===== src/rtl/smclk_pkg.sv =====
package smclk_pkg;
  localparam int unsigned DIV_W_DEF   = 6;
  localparam int unsigned DEF_DIV_DEF = 15;
endpackage


===== src/rtl/smclk_rst_sync.sv =====
module smclk_rst_sync (
  input  logic clk_i,
  input  logic rst_ni,
  output logic rst_sync_no
);
  logic [1:0] sync_q;

  always_ff @(posedge clk_i or negedge rst_ni) begin
    if (!rst_ni) sync_q <= 2'b00;
    else         sync_q <= {sync_q[0], 1'b1};
  end

  assign rst_sync_no = sync_q[1];
endmodule


===== src/rtl/smclk_cfg.sv =====
// Programmed field, active divide and clock-okay flag.
module smclk_cfg #(
  parameter int unsigned DIV_W   = 6,
  parameter int unsigned DEF_DIV = 15
) (
  input  logic             clk_i,
  input  logic             rst_ni,
  input  logic             wr_en_i,
  input  logic [DIV_W-1:0] wr_val_i,
  input  logic             wrap_i,
  output logic [DIV_W-1:0] prog_o,
  output logic [DIV_W-1:0] act_o,
  output logic [DIV_W-1:0] act_nxt_o,
  output logic             ok_o
);
  localparam logic [DIV_W-1:0] DEF_V = DEF_DIV[DIV_W-1:0];

  logic [DIV_W-1:0] prog_q, prog_n, act_q, act_n, eff_n;
  logic             ok_q, ok_n;

  function automatic logic [DIV_W-1:0] eff_of(input logic [DIV_W-1:0] v);
    return (v == '0) ? DEF_V : v;
  endfunction

  always_comb begin
    prog_n = wr_en_i ? wr_val_i : prog_q;
    eff_n  = eff_of(prog_n);
    act_n  = wrap_i ? eff_n : act_q;
    ok_n   = (eff_n == act_n);
  end

  always_ff @(posedge clk_i or negedge rst_ni) begin
    if (!rst_ni) begin
      prog_q <= DEF_V;
    end else if (wr_en_i) begin
      prog_q <= prog_n;
    end
  end

  always_ff @(posedge clk_i or negedge rst_ni) begin
    if (!rst_ni) begin
      act_q <= DEF_V;
      ok_q  <= 1'b1;
    end else begin
      act_q <= act_n;
      ok_q  <= ok_n;
    end
  end

  assign prog_o    = prog_q;
  assign act_o     = act_q;
  assign act_nxt_o = act_n;
  assign ok_o      = ok_q;
endmodule


===== src/rtl/smclk_div_core.sv =====
// Period counter with a registered clock output.
module smclk_div_core #(
  parameter int unsigned DIV_W = 6
) (
  input  logic             clk_i,
  input  logic             rst_ni,
  input  logic [DIV_W-1:0] act_i,
  input  logic [DIV_W-1:0] act_nxt_i,
  output logic             wrap_o,
  output logic [DIV_W-1:0] cnt_o,
  output logic             clk_o
);
  localparam int unsigned EXT_W = DIV_W + 1;

  logic [DIV_W-1:0] cnt_q, cnt_n;
  logic [EXT_W-1:0] hi_len_n;
  logic             out_q, out_n;
  logic             wrap;

  always_comb begin
    wrap     = (cnt_q == act_i);
    cnt_n    = wrap ? '0 : cnt_q + 1'b1;
    hi_len_n = ({1'b0, act_nxt_i} + 1'b1) >> 1;
    out_n    = ({1'b0, cnt_n} < hi_len_n);
  end

  always_ff @(posedge clk_i or negedge rst_ni) begin
    if (!rst_ni) begin
      cnt_q <= '0;
      out_q <= 1'b1;
    end else begin
      cnt_q <= cnt_n;
      out_q <= out_n;
    end
  end

  assign wrap_o = wrap;
  assign cnt_o  = cnt_q;
  assign clk_o  = out_q;
endmodule


===== src/rtl/slow_mem_clkgen.sv =====
module slow_mem_clkgen #(
  parameter int unsigned DIV_W   = smclk_pkg::DIV_W_DEF,
  parameter int unsigned DEF_DIV = smclk_pkg::DEF_DIV_DEF
) (
  input  logic             clk_i,
  input  logic             rst_ni,
  input  logic             wr_en_i,
  input  logic [DIV_W-1:0] wr_div_i,
  output logic [DIV_W-1:0] div_q_o,
  output logic             clk_ok_o,
  output logic             mem_clk_o
);
  logic             rst_sync_n;
  logic             wrap;
  logic [DIV_W-1:0] act_q, act_nxt, cnt_q;

  smclk_rst_sync u_rst (
    .clk_i       (clk_i),
    .rst_ni      (rst_ni),
    .rst_sync_no (rst_sync_n)
  );

  smclk_cfg #(.DIV_W(DIV_W), .DEF_DIV(DEF_DIV)) u_cfg (
    .clk_i     (clk_i),
    .rst_ni    (rst_sync_n),
    .wr_en_i   (wr_en_i),
    .wr_val_i  (wr_div_i),
    .wrap_i    (wrap),
    .prog_o    (div_q_o),
    .act_o     (act_q),
    .act_nxt_o (act_nxt),
    .ok_o      (clk_ok_o)
  );

  smclk_div_core #(.DIV_W(DIV_W)) u_core (
    .clk_i     (clk_i),
    .rst_ni    (rst_sync_n),
    .act_i     (act_q),
    .act_nxt_i (act_nxt),
    .wrap_o    (wrap),
    .cnt_o     (cnt_q),
    .clk_o     (mem_clk_o)
  );
endmodule


===== config.mk =====
export PLATFORM = sky130hd
export DESIGN_NAME = slow_mem_clkgen
export DESIGN_NICKNAME = d
export VERILOG_FILES = /design/src/rtl/smclk_pkg.sv /design/src/rtl/smclk_rst_sync.sv /design/src/rtl/smclk_cfg.sv /design/src/rtl/smclk_div_core.sv /design/src/rtl/slow_mem_clkgen.sv
export SDC_FILE = /design/constraint.sdc
export NUM_CORES = 1
export LEC_CHECK = 0
export ABC_AREA = 0
export ABC_CLOCK_PERIOD_IN_PS = 800
export BUFFER_PORTS_ARGS = -buffer_cell sky130_fd_sc_hd__buf_4
export CORE_MARGIN = 2
export CORE_UTILIZATION = 50
export DETAILED_ROUTE_END_ITERATION = 16
export GPL_TIMING_DRIVEN = 1
export PLACE_DENSITY = 0.75
export SLEW_MARGIN = 25
export SYNTH_ARGS = -nofsm -noshare
export SYNTH_HDL_FRONTEND = slang
export SYNTH_SLANG_ARGS = --single-unit

===== constraint.sdc =====
create_clock -name clk_i -period 0.8 [get_ports clk_i]
set_clock_uncertainty 0.05 [all_clocks]
set_input_delay 0.16 -clock clk_i [delete_from_list [all_inputs] [get_ports clk_i]]
set_output_delay 0.16 -clock clk_i [all_outputs]
set_load 0.005 [all_outputs]

==> impl_metrics.py, run 1 <==
metrics = {
    "floorplan": {
        "ios": 17,
        "die_w_um": 54.87,
        "dieArea_um2": 3010,
        "die_h_um": 54.87,
        "start_util_pct": 52.70,
        "core_um2": 2455,
        "rows": 18,
    },
    "synth": {
        "syn_nets": 128,
        "synth_cell_types": 34,
        "yosysTopAreaCell": "dfrtp_1",
        "synthFlopType": "dfrtp_1",
        "syn_area_um2": 1294,
        "yosysWarnings": 0,
        "synth.avg_cell_area_um2": 11.55,
        "async_flop_share_pct": 100.0,
        "yosys-top-cells-area": "dfrtp_1 23%, dfstp_2 20%, xnor2_1 8.8%",
        "synth_edf_count": 0,
        "synthCells": 112,
        "synth_top_cell_area_share_pct": 23.21,
        "ys_seq_elements": 22,
        "synth-seq-area-share_pct": 43.52,
    },
    "layout": {
        "nets": 206,
        "antennaDiodeCount": 0,
        "final_cell_count_no_fill": 219,
        "fin_util_pct": 91.44,
        "syn2layout_area_growth_pct": 73.50,
        "drive_above_1_share_pct": 66.67,
        "design_area_um2": 2245,
        "nFillCells": 93,
    },
    "placement": {
        "gp_congestion": 0.7908,
        "io_buffer_count": 16,
        "placed_area_um2": 1774,
        "dp_hpwl_mm": 2.459,
        "dp.cells": 197,
    },
    "global_routing": {
        "grt_pass1_wl_mm": 6.203,
        "overflow": 0,
        "grt_usage_pct": 30.56,
        "first_global_vias": 1299,
        "grt_max_degree": 14,
        "antenna_found_initial": 0,
    },
    "sta": {
        "hold_viol_final": 0,
        "fmax_mhz": 336.7,
        "slew_violations": 0,
        "rsz0062_at_grt": "yes",
        "setup_viol": 28,
        "period_share_pct": 371.2,
        "period_minus_slack_ns": 2.970,
        "fin_ws_ns": -2.170,
    },
    "run_status": {
        "violations": "setup timing",
        "status": "finished with violations",
    },
    "worst_setup_path": {
        "rrSetupSlack_ns": -2.17,
        "reg2reg_depth": 12,
        "cp.arrival_ns": 3.19,
        "crit_slowest_cell": "dfrtp_1",
        "cp-start-kind": "flip-flop",
        "cp_slowest_stage_delay_ns": 0.43,
        "cp.required_ns": 1.02,
        "endpoint_kind": "flip-flop",
        "crit_type": "flip-flop to flip-flop",
        "crit_fanout": 8,
        "cp_cell_sequence": "xnor2_1 > nand4_1 > nor3_4 > buf_6 > buf_4 > mux2i_4 > nand2_1 > xor2_1 > ha_1 > a21o_1 > a21oi_2 > o21a_1",
    },
    "routing": {
        "firstDrtPassIters": 4,
        "drt_wl_total_mm": 4.648,
        "num_vias": 1259,
        "wl_per_cell_um": 21.22,
        "drc": 0,
        "drtIter0Drc": 34,
        "ant_nets": 0,
        "vias_per_cell": 5.749,
    },
    "cts": {
        "numCtsBuffers": 3,
        "clockRootBuffer": "clkbuf_4",
        "htree_levels": 1,
        "cts.clk_slew.worst_paths_ns": 0.14,
        "clk_latency_ns": 0.32,
        "cts_tree": "built",
        "clkSinkCount": 22,
        "clock_path_buffers": 2,
    },
    "power_and_ir_drop": {
        "p_per_area_nw_per_um2": 4206,
        "vdd_drop_max_uv": 5019,
        "p_leak_nw": 1.005,
        "power.total_w": 0.009442,
    },
    "hold_path": {
        "hold_path_class": "primary input to asynchronous set/reset pin",
    },
    "job": {
        "cap_violations": 0,
    },
}
==> critical path: cells and delay by family, from the launching register on <==
family          cells  cell delay (ns)
buf+inv             2             0.34
mux                 1             0.28
xor+xnor            2             0.45
simple gates        3             0.61
compound gates      3             0.47
flops               1             0.43
fa+ha+maj           1             0.28
==> report_power, final <==
| part | leakage, nW | internal (W) | total [W] | switching (W) |
|---|---|---|---|---|
| Combinational | 0.731 | 0.00353 | 0.00660 | 0.00307 |
| Clock | 0.0279 | 0.000507 | 0.000891 | 0.000384 |
| Sequential | 0.245 | 0.00164 | 0.00196 | 0.000319 |
==> cell type report <==
class                      count  area (um^2)  share of cell area (%)
clock buffer                   3        22.52                   1.003
clock inverter                 1        30.03                   1.338
inverter                       4        20.02                  0.8919
multi-input combinational     84        897.1                   39.97
sequential                    22        563.0                   25.08
tap                           30        37.54                   1.672
timing repair buffer          75        674.4                   30.04
==> cells by family after synthesis <==
family          share of synthesized area (%)
flops                                   43.52
simple gates                            13.25
buf+inv                                 2.417
mux                                     12.67
xor+xnor                                12.86
fa+ha+maj                               6.770
compound gates                          8.220
other cells                            0.2899
==> metrics by stage <==
stage	setup TNS, ns	hold slack, ns	setup WS (ns)
floorplan	-13.57	-0.1856	-2.201
global placement	-13.79	-0.1082	-1.905
detailed placement	-14.93	-0.1052	-2.039
CTS	-17.95	0.09145	-1.990
global route	-22.30	0.07072	-2.311
finish	-20.87	0.08726	-2.170
==> per-layer routing <==
metal / up-vias / GRT usage [%] / share of wire (%)
li1: 550 / - / -
met1: 627 / 36.54 / 40
met2: 59 / 53.57 / 51
met3: 23 / 4.098 / 5.1
met4: 0 / 14.17 / 3.9
met5: - / 0 / 0
==> placed cells by master (no fill, tap or decap), drive strengths merged, types with 2 or more instances in the layout <==
cell	instances
xnor2	13
nor3	2
nor2	8
nand3	5
mux2	6
ha	7
clkbuf	3
dfstp	10
a31oi	3
nand4	3
inv	4
xor2	6
a21oi	2
buf	74
a21o	2
nand2	10
dfrtp	12
mux2i	6
==> cell usage after synthesis (2+ instances only) <==
cell type and count:
xnor2_1 13, dfrtp_1 12, dfstp_2 10, nand2_1 10
nor2_1 8, ha_1 7, xor2_1 6, inv_1 4
mux2_2 4, nand3_1 4, a31oi_1 3, mux2i_1 3
nand4_1 3, a21o_1 2, a21oi_1 2, mux2_4 2
mux2i_4 2
==> timing repair <==
action / CTS / global route
pin swaps: 11 / 13
resized for setup: 43 / 24
buffers inserted: 9 / 14
hold buffers: 1 / 0
setup endpoints to repair: 28 / 28
hold endpoints to repair: 2 / 0
==> sequential cells by signal (all words and copies together) (netlist names) <==
name / flops
u_cfg.prog_o: 6
u_cfg.act_o: 6
u_cfg.ok_o: 1
u_rst.sync_q: 2
u_core.cnt_o: 6
u_core.clk_o: 1
==> final timing paths <==
path	from	endpoint
min in group clk_i	wr_div_i[0]	u_cfg.prog_o[0]
min	rst_ni	u_rst.sync_q[1]
max	u_cfg.act_o[5]	u_core.clk_o
max in group asynchronous	u_rst.sync_q[1]	u_cfg.act_o[3]
max reg2reg	u_cfg.act_o[5]	u_core.clk_o
min reg2reg	u_rst.sync_q[1]	u_cfg.prog_o[5]
No activity file was read; power rests on OpenSTA's default activity.
==> inputs of run 2 (changes only) <==
ABC_CLOCK_PERIOD_IN_PS = 3500   (was 800)
clock period = 3.5 ns   (was 0.8 ns; I/O delays follow)
==> run 2 against run 1 <==
Effect of this change:
- critical path depth grew 1
- largest cell class unchanged
- the flow now finishes without violations
- utilization shrank 31 points
- sequential share of layout area grew 13 points
- setup slack gained 2.7 ns
- final cell count shrank 26%
- combinational power shrank 89%
- register-to-register slack gained 2.7 ns
- global-route usage shrank 11 points
==> impl_metrics.py, run 2 (same netlist as run 1, synthesis figures left out) <==
metrics = {
    "worst_setup_path": {
        "crit_start": "u_cfg.act_o[2]",
        "cp.arrival_ns": 3.24,
        "crit_type": "flip-flop to flip-flop",
        "cp-start-kind": "flip-flop",
        "reg2reg_from": "u_cfg.act_o[2]",
        "cp.required_ns": 3.72,
        "crit_fanout": 8,
        "endpoint_kind": "flip-flop",
    },
    "global_routing": {
        "grt_usage_pct": 19.31,
        "antenna_found_initial": 0,
        "grt_max_degree": 21,
        "first_global_vias": 905,
        "grt_pass1_wl_mm": 3.946,
        "overflow": 0,
    },
    "cts": {
        "holdBufCountCts": 0,
        "numCtsBuffers": 3,
        "htree_levels": 1,
        "clockRootBuffer": "clkbuf_4",
        "post_cts_resize_count": 0,
        "clkSinkCount": 22,
        "cts_tree": "built",
        "clock_path_buffers": 2,
        "cts_setup_buffers": 0,
        "clk_latency_ns": 0.32,
        "cts.clk_slew.worst_paths_ns": 0.12,
    },
    "floorplan": {
        "die_w_um": 54.87,
        "core_um2": 2455,
        "ios": 17,
        "rows": 18,
        "dieArea_um2": 3010,
        "start_util_pct": 52.70,
        "die_h_um": 54.87,
    },
    "layout": {
        "syn2layout_area_growth_pct": 14.89,
        "design_area_um2": 1486,
        "drive_above_1_share_pct": 34.85,
        "layout_common_cells": "18 x buf_4, 13 x xnor2_1, 12 x dfrtp_1",
        "final_common_cell": "buf_4",
        "nets": 149,
        "antennaDiodeCount": 0,
    },
    "placement": {
        "io_buffer_count": 16,
        "dp_hpwl_mm": 1.933,
        "placed_area_um2": 1450,
        "gp_congestion": 0.8621,
    },
    "sta": {
        "rsz0062_at_grt": "no",
        "fmax_mhz": 331.7,
        "setup_viol": 0,
        "slew_headroom_pct": 47.90,
        "hold_viol_final": 0,
        "fin_setup_tns_ns": 0,
        "slew_violations": 0,
        "period_share_pct": 86.13,
        "period_minus_slack_ns": 3.015,
        "worst_slew_pin_slew_ns": 0.7816,
    },
    "routing": {
        "ant_nets": 0,
        "drtIter0Drc": 19,
        "drc": 0,
        "num_vias": 926,
        "wl_per_cell_um": 15.15,
        "firstDrtPassIters": 4,
        "vias_per_cell": 5.716,
        "drt_wl_total_mm": 2.455,
    },
    "power_and_ir_drop": {
        "vdd_drop_max_uv": 562.9,
        "internal_power_w": 0.0007929,
        "power_switching_w": 0.0005414,
        "swShare_pct": 40.57,
        "p_clk_share_pct": 10.7,
        "p_leak_nw": 0.6384,
        "p_per_area_nw_per_um2": 897.7,
        "combPwrFrac_pct": 53.1,
        "pwr-share-seq_pct": 36.2,
    },
    "job": {
        "cap_violations": 0,
    },
    "run_status": {
        "status": "finished clean",
    },
    "hold_path": {
        "hold_path_class": "primary input to asynchronous set/reset pin",
    },
}
==> run 2: changes by cell type in the layout (fill, tap and decap cells not counted), sizes merged <==
cell	previous run	this run
clkbuf	3	4
dlygate4sd3	1	0
bufinv	1	0
buf	74	18
==> run 2: layer usage <==
metal | routed length (um) | GRT usage [%] | up-vias
met5 | 0 | 0 | -
met4 | 117 | 13.33 | 0
li1 | - | - | 433
met3 | 101 | 2.459 | 11
met2 | 1228 | 32.14 | 27
met1 | 1007 | 22.90 | 455
==> run 2: path summary, 6_finish.rpt <==
check                                  endpoint  slack (ns)  cells past startpoint
max in group asynchronous        u_cfg.act_o[5]        2.64                      0
worst max-delay path               u_core.clk_o        0.49                     13
worst min register to register  u_core.cnt_o[1]        0.28                      0
min in group clk_i              u_rst.sync_q[1]        0.34                      0
worst min-delay path            u_rst.sync_q[0]        0.09                      1
worst max register to register     u_core.clk_o        0.49                     13
==> run 2: cell type report <==
type	instances	area (um^2)
inverters	4	15.01
well taps	30	37.54
multi-input cells	84	699.4
clock buffers	4	36.28
flip-flops and latches	22	563.0
fillers	209	968.4
repair buffers	18	135.1
==> run 2: critical path: stages (launching register included) <==
cell	delay (ns)
dfstp_2	0.60
xnor2_1	0.13
nand4_1	0.15
nor3_4	0.31
buf_4	0.23
a31oi_1	0.11
ha_1	0.28
nand3_2	0.08
xor2_1	0.16
ha_1	0.26
a21o_1	0.16
a21o_1	0.17
a21oi_1	0.13
o21a_1	0.13
==> run 2: through the flow <==
stage	util (%)	setup slack, ns	total power (W)	std cells	hold slack (ns)
6_report	60.55	0.4853	0.001334	162	0.08513
2_1_floorplan	-	0.4743	0.001017	112	0.1956
4_1_cts	60.55	0.4685	0.001343	162	0.08509
3_5_place_dp	59.07	0.2117	0.001198	158	0.3026
5_1_grt	60.55	0.2675	0.001454	162	0.06378
3_3_place_gp	59.07	0.3159	0.001162	158	0.2870
==> run 2: power by group through the flow <==
| stage | clock [W] | sequential (W) | combinational [W] |
|---|---|---|---|
| 2_1_floorplan | 0 | 0.000465 | 0.000552 |
| 3_3_place_gp | 0 | 0.000485 | 0.000677 |
| 3_5_place_dp | 0 | 0.000489 | 0.000708 |
| 4_1_cts | 0.000145 | 0.000484 | 0.000713 |
| 5_1_grt | 0.000157 | 0.000500 | 0.000797 |
| 6_report | 0.000143 | 0.000483 | 0.000708 |
